`config.mk`:
```
export PLATFORM = sky130hd
export DESIGN_NAME = adc_serial_out
export DESIGN_NICKNAME = d
export VERILOG_FILES = /design/src/rtl/adc_serial_out_pkg.sv /design/src/rtl/adc_edge_tap.sv /design/src/rtl/adc_conv_timer.sv /design/src/rtl/adc_shift_out.sv /design/src/rtl/adc_serial_out.sv
export SDC_FILE = /design/constraint.sdc
export NUM_CORES = 1
export LEC_CHECK = 0
export ABC_AREA = 1
export ABC_CLOCK_PERIOD_IN_PS = 1800
export BUFFER_PORTS_ARGS = -buffer_cell sky130_fd_sc_hd__buf_4
export CORE_ASPECT_RATIO = 1.4
export CORE_MARGIN = 1
export CORE_UTILIZATION = 55
export DETAILED_ROUTE_END_ITERATION = 8
export PLACE_DENSITY_LB_ADDON = 0.08
export SLEW_MARGIN = 20
export SYNTH_ARGS = -nofsm -noshare
export SYNTH_HDL_FRONTEND = slang
export SYNTH_SLANG_ARGS = --single-unit
```
`constraint.sdc`:
```
create_clock -name clk -period 1.8 [get_ports clk]
set_input_delay 0.36 -clock clk [delete_from_list [all_inputs] [get_ports clk]]
set_output_delay 0.36 -clock clk [all_outputs]
set_load 0.01 [all_outputs]
```
`src/rtl/adc_serial_out_pkg.sv`:
```
package adc_serial_out_pkg;

  typedef enum logic {
    CV_IDLE = 1'b0,
    CV_BUSY = 1'b1
  } conv_state_e;

  // Bit position driven for a given pointer value, MSB first.
  function automatic int unsigned frame_bit_index(input int unsigned ptr,
                                                  input int unsigned frame_w);
    return frame_w - 1 - ptr;
  endfunction

  // Pointer after one completed serial pulse, wrapping at the frame length.
  function automatic int unsigned ptr_advance(input int unsigned ptr,
                                              input int unsigned frame_w);
    return (ptr == frame_w - 1) ? 0 : ptr + 1;
  endfunction

endpackage

```
`src/rtl/adc_edge_tap.sv`:
```
module adc_edge_tap #(
  parameter logic RESET_LEVEL = 1'b1
) (
  input  logic clk,
  input  logic rst_n,
  input  logic level_i,
  output logic fall_o,
  output logic rise_o
);
  logic level_q;

  always_ff @(posedge clk) begin
    if (!rst_n) level_q <= RESET_LEVEL;
    else        level_q <= level_i;
  end

  assign fall_o = level_q & ~level_i;
  assign rise_o = ~level_q & level_i;
endmodule

```
`src/rtl/adc_conv_timer.sv`:
```
module adc_conv_timer
  import adc_serial_out_pkg::*;
#(
  parameter int unsigned CONV_CYCLES = 500,
  localparam int unsigned CNT_W = (CONV_CYCLES > 1) ? $clog2(CONV_CYCLES) : 1
) (
  input  logic clk,
  input  logic rst_n,
  input  logic start_req_i,
  output logic accept_o,
  output logic done_o,
  output logic busy_o
);
  conv_state_e state_q;
  logic [CNT_W-1:0] left_q;

  assign accept_o = start_req_i && (state_q == CV_IDLE);
  assign done_o   = (state_q == CV_BUSY) && (left_q == '0);
  assign busy_o   = (state_q == CV_BUSY);

  always_ff @(posedge clk) begin
    if (!rst_n) begin
      state_q <= CV_IDLE;
      left_q  <= '0;
    end else if (accept_o) begin
      state_q <= CV_BUSY;
      left_q  <= CNT_W'(CONV_CYCLES - 1);
    end else if (done_o) begin
      state_q <= CV_IDLE;
    end else if (state_q == CV_BUSY) begin
      left_q  <= left_q - 1'b1;
    end
  end
endmodule

```
`src/rtl/adc_shift_out.sv`:
```
module adc_shift_out
  import adc_serial_out_pkg::*;
#(
  parameter int unsigned SAMPLE_W = 14,
  parameter int unsigned FRAME_W  = 16,
  localparam int unsigned PAD_W   = FRAME_W - SAMPLE_W,
  localparam int unsigned PTR_W   = $clog2(FRAME_W)
) (
  input  logic                clk,
  input  logic                rst_n,
  input  logic                accept_i,
  input  logic                done_i,
  input  logic [SAMPLE_W-1:0] sample_i,
  input  logic                sclk_fall_i,
  input  logic                sclk_rise_i,
  output logic                sdata_o,
  output logic                oe_o
);
  logic [SAMPLE_W-1:0] held_q;
  logic [FRAME_W-1:0]  word_q;
  logic [PTR_W-1:0]    ptr_q;

  function automatic logic [FRAME_W-1:0] pack_frame(input logic [SAMPLE_W-1:0] s);
    return {{PAD_W{1'b0}}, s};
  endfunction

  always_ff @(posedge clk) begin
    if (!rst_n) begin
      held_q  <= '0;
      word_q  <= '0;
      ptr_q   <= '0;
      sdata_o <= 1'b0;
      oe_o    <= 1'b0;
    end else if (accept_i) begin
      held_q  <= sample_i;
      word_q  <= '0;
      ptr_q   <= '0;
      sdata_o <= 1'b0;
      oe_o    <= 1'b0;
    end else begin
      if (done_i) word_q <= pack_frame(held_q);
      if (sclk_fall_i) begin
        sdata_o <= word_q[frame_bit_index(32'(ptr_q), FRAME_W)];
        oe_o    <= 1'b1;
      end else if (sclk_rise_i) begin
        ptr_q <= PTR_W'(ptr_advance(32'(ptr_q), FRAME_W));
        if (ptr_q == PTR_W'(FRAME_W - 1)) oe_o <= 1'b0;
      end
    end
  end
endmodule

```
`src/rtl/adc_serial_out.sv`:
```
module adc_serial_out
  import adc_serial_out_pkg::*;
#(
  parameter int unsigned SAMPLE_W    = 14,
  parameter int unsigned FRAME_W     = 16,
  parameter int unsigned CONV_CYCLES = 500
) (
  input  logic                clk,
  input  logic                rst_n,
  input  logic                conv_start_n,
  input  logic [SAMPLE_W-1:0] sample_in,
  input  logic                ser_clk,
  output logic                busy,
  output logic                sdata,
  output logic                sdata_oe
);
  logic conv_fall;
  logic conv_rise_unused;
  logic conv_accept;
  logic conv_done;
  logic sclk_fall;
  logic sclk_rise;

  adc_edge_tap #(.RESET_LEVEL(1'b1)) conv_tap_i (
    .clk(clk), .rst_n(rst_n), .level_i(conv_start_n),
    .fall_o(conv_fall), .rise_o(conv_rise_unused)
  );

  adc_edge_tap #(.RESET_LEVEL(1'b1)) sclk_tap_i (
    .clk(clk), .rst_n(rst_n), .level_i(ser_clk),
    .fall_o(sclk_fall), .rise_o(sclk_rise)
  );

  adc_conv_timer #(.CONV_CYCLES(CONV_CYCLES)) timer_i (
    .clk(clk), .rst_n(rst_n), .start_req_i(conv_fall),
    .accept_o(conv_accept), .done_o(conv_done), .busy_o(busy)
  );

  adc_shift_out #(.SAMPLE_W(SAMPLE_W), .FRAME_W(FRAME_W)) shifter_i (
    .clk(clk), .rst_n(rst_n), .accept_i(conv_accept), .done_i(conv_done),
    .sample_i(sample_in), .sclk_fall_i(sclk_fall), .sclk_rise_i(sclk_rise),
    .sdata_o(sdata), .oe_o(sdata_oe)
  );
endmodule

```
==> results of run 1 <==
## worst min-delay path by stage
stage | start | to | slack [ns] | cells after the start
floorplan | shifter_i.held_q[10] | shifter_i.held_q[10] | 0.42 | 2
global placement | shifter_i.held_q[0] | shifter_i.held_q[0] | 0.44 | 2
detailed placement | shifter_i.held_q[6] | shifter_i.held_q[6] | 0.44 | 2
CTS | ser_clk | sclk_tap_i.level_q | 0.26 | 3
global route | ser_clk | sclk_tap_i.level_q | 0.28 | 3
finish | ser_clk | sclk_tap_i.level_q | 0.27 | 3
## through the flow
step           area [um^2]  util, %  setup slack, ns  hold slack [ns]  cells
2_1_floorplan         2162        -           0.4202           0.4234    287
3_3_place_gp          2326    62.72           0.2289           0.4368    341
3_5_place_dp          2326    62.72           0.1733           0.4353    341
4_1_cts               2435    65.65           0.1566           0.2609    349
5_1_grt               2452    66.13          0.02571           0.2762    350
6_report              2452    66.13           0.1851           0.2697    350
## placed cells by master, fill, tap and decap left out, types with 2 or more instances in the layout
cell type	instances
inv_1	47
dfxtp_1	46
nand2_1	43
nor2_1	35
a21oi_1	29
buf_4	24
nand3_1	21
o21ai_0	18
a211oi_2	11
nand4_1	5
clkbuf_8	5
ha_1	4
o211ai_1	3
nand2_2	2
nand3_4	2
clkinv_2	2
## cell families (layout without fill, tap and decap cells)
| kind of cell | after synthesis | in the layout | synth area share [%] |
|---|---|---|---|
| AND/OR/NAND/NOR | 114 | 115 | 24.54 |
| AO/OA/AOI/OAI | 62 | 62 | 18.63 |
| buffers and inverters | 60 | 80 | 11.52 |
| flip-flops | 46 | 46 | 42.59 |
| adder cells (fa/ha/maj) | 4 | 4 | 2.315 |
| XOR/XNOR | 1 | 1 | 0.4052 |
## cell type report
type / count / area share (%)
multi-input cells: 182 / 41.17
flip-flops and latches: 46 / 37.55
repair buffers: 24 / 7.347
inverters: 48 / 7.347
clock buffers: 5 / 2.806
well taps: 42 / 2.143
clock inverters: 3 / 1.633
## power by group through the flow
| stage | sequential (mW) | combinational [mW] | clock, mW |
|---|---|---|---|
| floorplan | 1.14 | 0.315 | 0 |
| global placement | 1.16 | 0.395 | 0 |
| detailed placement | 1.16 | 0.400 | 0 |
| CTS | 1.14 | 0.403 | 0.772 |
| global route | 1.15 | 0.460 | 0.804 |
| finish | 1.14 | 0.408 | 0.755 |
## flip-flops by register name, indices dropped and copies added (netlist names)
register / count
shifter_i.word_q: 14
shifter_i.oe_o: 1
timer_i.busy_o: 1
timer_i.left_q: 9
conv_tap_i.level_q: 1
shifter_i.held_q: 14
shifter_i.ptr_q: 4
shifter_i.sdata_o: 1
sclk_tap_i.level_q: 1
## cells in the mapped netlist (3+ instances only)
| cell | n | area [um^2] |
|---|---|---|
| a211oi_2 | 11 | 137.6 |
| inv_1 | 47 | 176.4 |
| o21ai_0 | 18 | 90.09 |
| nand3_1 | 21 | 105.1 |
| o211ai_1 | 3 | 22.52 |
| ha_1 | 4 | 50.05 |
| buf_2 | 4 | 20.02 |
| clkbuf_1 | 5 | 18.77 |
| nand2_1 | 43 | 161.4 |
| nand4_1 | 5 | 31.28 |
| dfxtp_1 | 46 | 920.9 |
| nor2_1 | 35 | 131.4 |
| a21oi_1 | 29 | 145.1 |
## per-layer routing
metal	vias to the layer above	GRT usage, %	part of all wire [%]
met2	13	36.99	52
met1	828	24.22	45
met3	4	4.790	1.9
li1	963	-	-
met5	-	0	0
met4	0	7.500	1.3
## tightest hold or removal path, cell delays in order
cell and delay, ns:
buf_4 0.09, inv_1 0.04, nand2_1 0.04
==> results.md, run 1 <==
Status:
- The flow ran to the end, and the final reports show no timing, DRC or antenna violations.

Pwr:
- Combinational logic is responsible for 17.7% of the overall power.
- The analysis attributes to cell leakage a power of 1.054 nW.
- IR analysis of the VDD net gives a maximum drop of 0.6938 mV.
- The internal power summed over all cells is 1.651 mW.
- The proportion of power drawn by flip-flops and latches is 49.5%.
- For this design the total switching power over the nets is 652.0 uW.
- Power spread over the standard cell area amounts to 939.3 nW/um^2.
- The total power is 2.303 mW.
- Of the total power, the share spent switching nets is 28.30%.
- The clock network burns 32.8% of the power.

Floorplanning:
- The number of placement rows is 26.
- The die is 76.19 um tall.
- The die is 54.99 um wide.
- The region available for standard cell placement spans 3709 um^2.
- The floorplan step defined a die boundary enclosing 4189 um^2.
- The initial core utilization is 58.30%.
- The count of pins on the block boundary is 21.

Synthesis:
- The number of synthesized register bits is 46.
- The cell area that synthesis handed to floorplanning was 2162 um^2.
- For this run, asynchronously set or reset flops after synthesis account for 0%.
- Synthesis handed over a netlist of 287 instances.
- Yosys mapped the design onto 27 distinct sky130hd cell types.
- In this run the mean area of a mapped cell was 7.533 um^2.
- Yosys printed 0 warnings.
- The flip-flop cell with the highest count after synthesis is dfxtp_1.
- The synthesized netlist net count is 309.
- The portion of the post-synthesis area used by sequential elements is 42.59%.
- The synthesized design contains 0 enable-type register cells.

Finish:
- The number of nets in the finished design is 329.
- The fraction of layout cells with a size suffix above 1 is 17.21%.
- The antenna diode count is 0.
- Counting the fill cells in the layout gives 344.
- From synthesis to final layout, the design area changed by 13.43%.
- The area of the multi-input gates is 1010 um^2.
- Summing all flip-flop and latch instances after layout gives 920.9 um^2.

CTS:
- Clock latency on the worst-skew pair, taken at its later pin, is 0.30 ns.
- In this run the deepest clock path goes through 2 buffers.
- The clock drives 46 sinks.
- Counting the buffers created by CTS gives 5.
- The clock-pin transition on the worst setup and hold timing paths is 0.08 ns.
- The number of buffers added to fix hold violations after cts is 0.
- The tree is rooted in a clkbuf_8.
- The number of cells upsized or downsized after cts is 0.
- The number of setup buffers added after CTS is 0.
- TritonCTS built the clock tree.
- The H-tree generated during clock tree synthesis spans 2 levels.

Routing:
- Using the TritonRoute via totals, the vias-per-cell ratio works out to 5.166.
- The remaining design rule violation count is 0.
- Dividing the detail-routed wire length by the instance count gives 12.13 um.
- The DRC violation total after the first TritonRoute iteration is 28.
- The total via count after detailed routing is 1,808.
- The count of nets left with antenna violations once routing finished came out at 0.
- The first-pass iteration count of the detailed router is 5.
- The wire length reported by the detailed router is 4244 um.

Critical path:
- The critical path capture point type is a flip-flop.
- On the critical path, the stage with the largest delay is an instance of dfxtp_1.
- The worst register-to-register path has a depth of 10.
- The peak fanout along the critical path is 10.
- The launch point of the worst path is timer_i.left_q[0].
- The buffers plus inverters on the worst setup path is 1.
- STA puts the critical path data arrival time at 1.85 ns.
- The cell occurring most often along the worst timing path is nor2_1.
- Walking the worst path, the cells encountered are inv_1 -> ha_1 -> nand2_1 -> nor2_1 -> nand3_2 -> nand2_4 -> nand2_2 -> nor2_1 -> nor2_1 -> nor2_1.
- The worst flop-to-flop path startpoint is timer_i.left_q[0].
- The category of the worst setup path launch point is a flip-flop.
- The stage delay of the slowest cell on the critical path is 0.32 ns.
- The number of cells on the critical path is 10.
- For flop-to-flop paths, the worst setup slack is 0.19 ns.
- The classification of the worst setup path is reg -> reg.
- The worst register-to-register path ends at timer_i.left_q[4].
- The family with the most delay on the worst path is simple AND/OR/NAND/NOR gates.
- STA puts the critical path data required time at 2.03 ns.
- The last element of the critical path is timer_i.left_q[4].

Place:
- The weighted congestion at the end of routability-driven global placement is 0.7674.
- The number of I/O port buffers is 20.
- The post-detailed-placement half-perimeter wirelength is 2881 um.

STA:
- The final period utilization is 89.72%.
- The clock period could shrink to 1.615 ns.
- The tightest slew margin relative to the limit is 68.17%.
- The setup TNS is 0 ns.
- Setup repair after global routing left no endpoint under its margin.
- For this run, the top clock speed supported by timing is 619.2 MHz.
- For the pin with the worst max-slew slack, the measured transition is 0.4769 ns.
- The max-slew violation total from the final report is 0.
- The worst clock skew is 0.009492 ns.
- Setup violations remaining at the end of the flow were counted as 0.
- The final count of hold timing violations is 0.

GRT:
- The largest net degree at the start of global routing is 25.
- The number of global-route vias before repair came to 1,561.
- The number of antenna violations at the first check in global routing came to 0.
- The global-route usage over all layers is 21.36%.
- The first global-routing pass estimated 6610 um of wire.
- The total overflow left after global routing is 0.

Worst hold path:
- The min-delay analysis places its worst path in the category in -> reg.

Run:
- Max-cap violations in this run came to 0.
Power figures use the tool's default switching activity.
==> run 2: changes to the inputs <==
--- a/config.mk
+++ b/config.mk
@@ -11,6 +11,7 @@
 export CORE_ASPECT_RATIO = 1.4
 export CORE_MARGIN = 1
 export CORE_UTILIZATION = 55
+export CTS_BUF_LIST = sky130_fd_sc_hd__clkbuf_4
 export DETAILED_ROUTE_END_ITERATION = 8
 export PLACE_DENSITY_LB_ADDON = 0.08
 export SLEW_MARGIN = 20
==> results.md, run 2 (same netlist as run 1, synthesis figures left out) <==
Status:
- The flow ran to the end, and the final reports show no timing, DRC or antenna violations.

Floorplanning:
- From bottom edge to top edge, the die measures 76.19 um.
- The floorplan step defined a die boundary enclosing 4189 um^2.
- The count of pins on the block boundary is 21.
- The number of placement rows is 26.
- The die span in x is 54.99 um.
- The initial core utilization is 58.30%.
- The core region is 3709 um^2.

Critical path:
- The critical path capture point type is a flip-flop.
- At the worst endpoint, the arrival time is 1.92 ns.
- The peak fanout along the critical path is 10.
- The family with the most delay on the worst path is simple AND/OR/NAND/NOR gates.
- The cell occurring most often along the worst timing path is nor2_1.
- STA puts the critical path data required time at 2.10 ns.
- Walking the worst path, the cells encountered are inv_1 -> ha_1 -> nand2_1 -> nor2_1 -> nand3_2 -> nand2_4 -> nand2_2 -> nor2_1 -> nor2_1 -> nor2_1.
- The slowest stage of the critical path belongs to the cell dfxtp_1.
- The classification of the worst setup path is reg -> reg.
- STA classifies the critical path startpoint as a flip-flop.
- The buffers plus inverters on the worst setup path is 1.
- For this run, the slowest stage of the critical path takes 0.33 ns.

CTS:
- TritonCTS built the clock tree.
- Clock tree synthesis selected as its root buffer the cell clkbuf_4.
- The number of buffers created by CTS is 5.
- The clock sink count is 46.
- The H-tree was split into 2 levels.
- The number of cells upsized or downsized after cts is 0.
- The longest clock path from root to sink contains 2 buffers.
- The post-CTS setup repair buffer count is 0.
- After clock tree synthesis, the clock-pin slew on the worst setup and hold paths is 0.12 ns.
- After clock tree synthesis, the flow added hold-fix buffers numbering 0.
- The clock insertion delay at the later pin of the skew report is 0.36 ns.

GRT:
- After global routing the overflow that remains totals 0.
- The number of antenna violations at the first check in global routing is 0.
- The first global-routing pass estimated 6617 um of wire.
- Entering global routing, the biggest net connects 25 pins.
- The global-route usage over all layers is 21.55%.
- The number of global-route vias before repair is 1,575.

STA:
- Setup slack on the critical path of the routed design comes to 0.1757 ns.
- The final count of hold timing violations is 0.
- The final period utilization is 90.24%.
- The max-slew violation total from the final report is 0.
- The clock period could shrink to 1.624 ns.
- In this run the tightest slew margin relative to its limit is 68.09%.
- Setup repair after global routing left no endpoint under its margin.
- The setup TNS is 0 ns.
- The worst clock skew is 0.01148 ns.
- For the pin with the worst max-slew slack, the measured transition is 0.4780 ns.
- The worst-case hold slack is 0.2048 ns.
- The highest clock rate is 615.6 MHz.
- Setup violations remaining at the end of the flow were counted as 0.

Pwr:
- The total power is 2.165 mW.
- The analysis attributes to cell leakage a power of 1.041 nW.
- The cell area power density is 894.1 nW/um^2.
- The worst-case IR drop observed on VDD is 0.6585 mV.

Place:
- Once placement completed, the tool counted placed cells totaling 341.
- The post-detailed-placement half-perimeter wirelength is 2881 um.
- The placed instances occupy a cell area of 2326 um^2.
- The number of I/O port buffers is 20.
- OpenSTA, run right after detailed placement, puts the worst setup slack at 0.1733 ns.
- At the end of routability-driven placement, the weighted congestion stood at 0.7674.

Routing:
- The first-pass iteration count of the detailed router is 4.
- The wire length reported by the detailed router is 4219 um.
- The number of nets still failing antenna checks after routing is 0.
- The routed layout has 1,813 vias.
- In the routed design, unresolved DRC markers number 0.
- In this run, the number of DRC markers left after iteration 0 of detailed routing was 39.
- The detail-routed via count per cell is 5.180.
- The routed length per placed instance is 12.05 um.

Finish:
- Leaving out fill and tap cells, the most frequent cell in the layout is inv_1.
- The largest registers in the layout are shifter_i.held_q x14, shifter_i.word_q x14, timer_i.left_q x9.
- Cells with a size suffix above 1 make up 17.21% of the layout.
- In the layout the commonest cells are inv_1 (47), dfxtp_1 (46), nand2_1 (43), nor2_1 (35), a21oi_1 (29).
- The area overhead of the layout relative to synthesis is 11.98%.
- The summed area of non-filler cells in the final layout is 2421 um^2.
- Once layout is complete, the utilization of the core stands at 65.28%.
- After the last flow step, the layout net total stands at 329.
- Excluding fillers, the count of instances in the completed layout stands at 350.
- The number of antenna diodes in the final layout is 0.

Worst hold path:
- The class of the tightest hold or removal check is in -> reg.

Run:
- The number of maximum-capacitance constraint violations is 0.
-- run 2: changes by cell type in the layout (fill, tap and decap cells not counted) --
cell and change:
clkbuf_8 -5, clkbuf_4 +5
-- run 2: path summary, 6_finish.rpt --
check	depth (start not counted)	end	slack [ns]	from
worst max-delay path	10	timer_i.left_q[4]	0.18	timer_i.left_q[0]
worst min-delay path	3	sclk_tap_i.level_q	0.20	ser_clk
worst max register to register	10	timer_i.left_q[4]	0.18	timer_i.left_q[0]
worst min register to register	2	shifter_i.held_q[6]	0.45	shifter_i.held_q[6]
-- run 2: worst register-to-register path: cells and delay by family (launching register included) --
kind                       cells  cell delay [ns]
DFF                            1             0.33
and+or+nand+nor                8             0.90
buffers and inverters          1             0.10
adders and majority gates      1             0.24
-- run 2: layout make-up --
cell class	count	area, um^2
tap	42	52.55
timing repair buffer	24	180.2
inverter	48	180.2
sequential	46	920.9
clock buffer	5	37.54
clock inverter	3	40.04
multi-input combinational	182	1010
fill	345	1287
-- run 2: layer usage --
layer	global-route usage, %	up-vias	share of wire, %
li1	-	969	-
met1	23.46	823	45
met2	37.23	16	52
met3	5.389	5	2.1
met4	9.000	0	1.7
met5	0	-	0
-- run 2: report_power, final --
| part | switching (mW) | leakage (nW) | internal [mW] | total [mW] |
|---|---|---|---|---|
| clock | 0.327 | 0.0450 | 0.288 | 0.615 |
| combinational | 0.251 | 0.619 | 0.157 | 0.408 |
| sequential | 0.0545 | 0.377 | 1.09 | 1.14 |
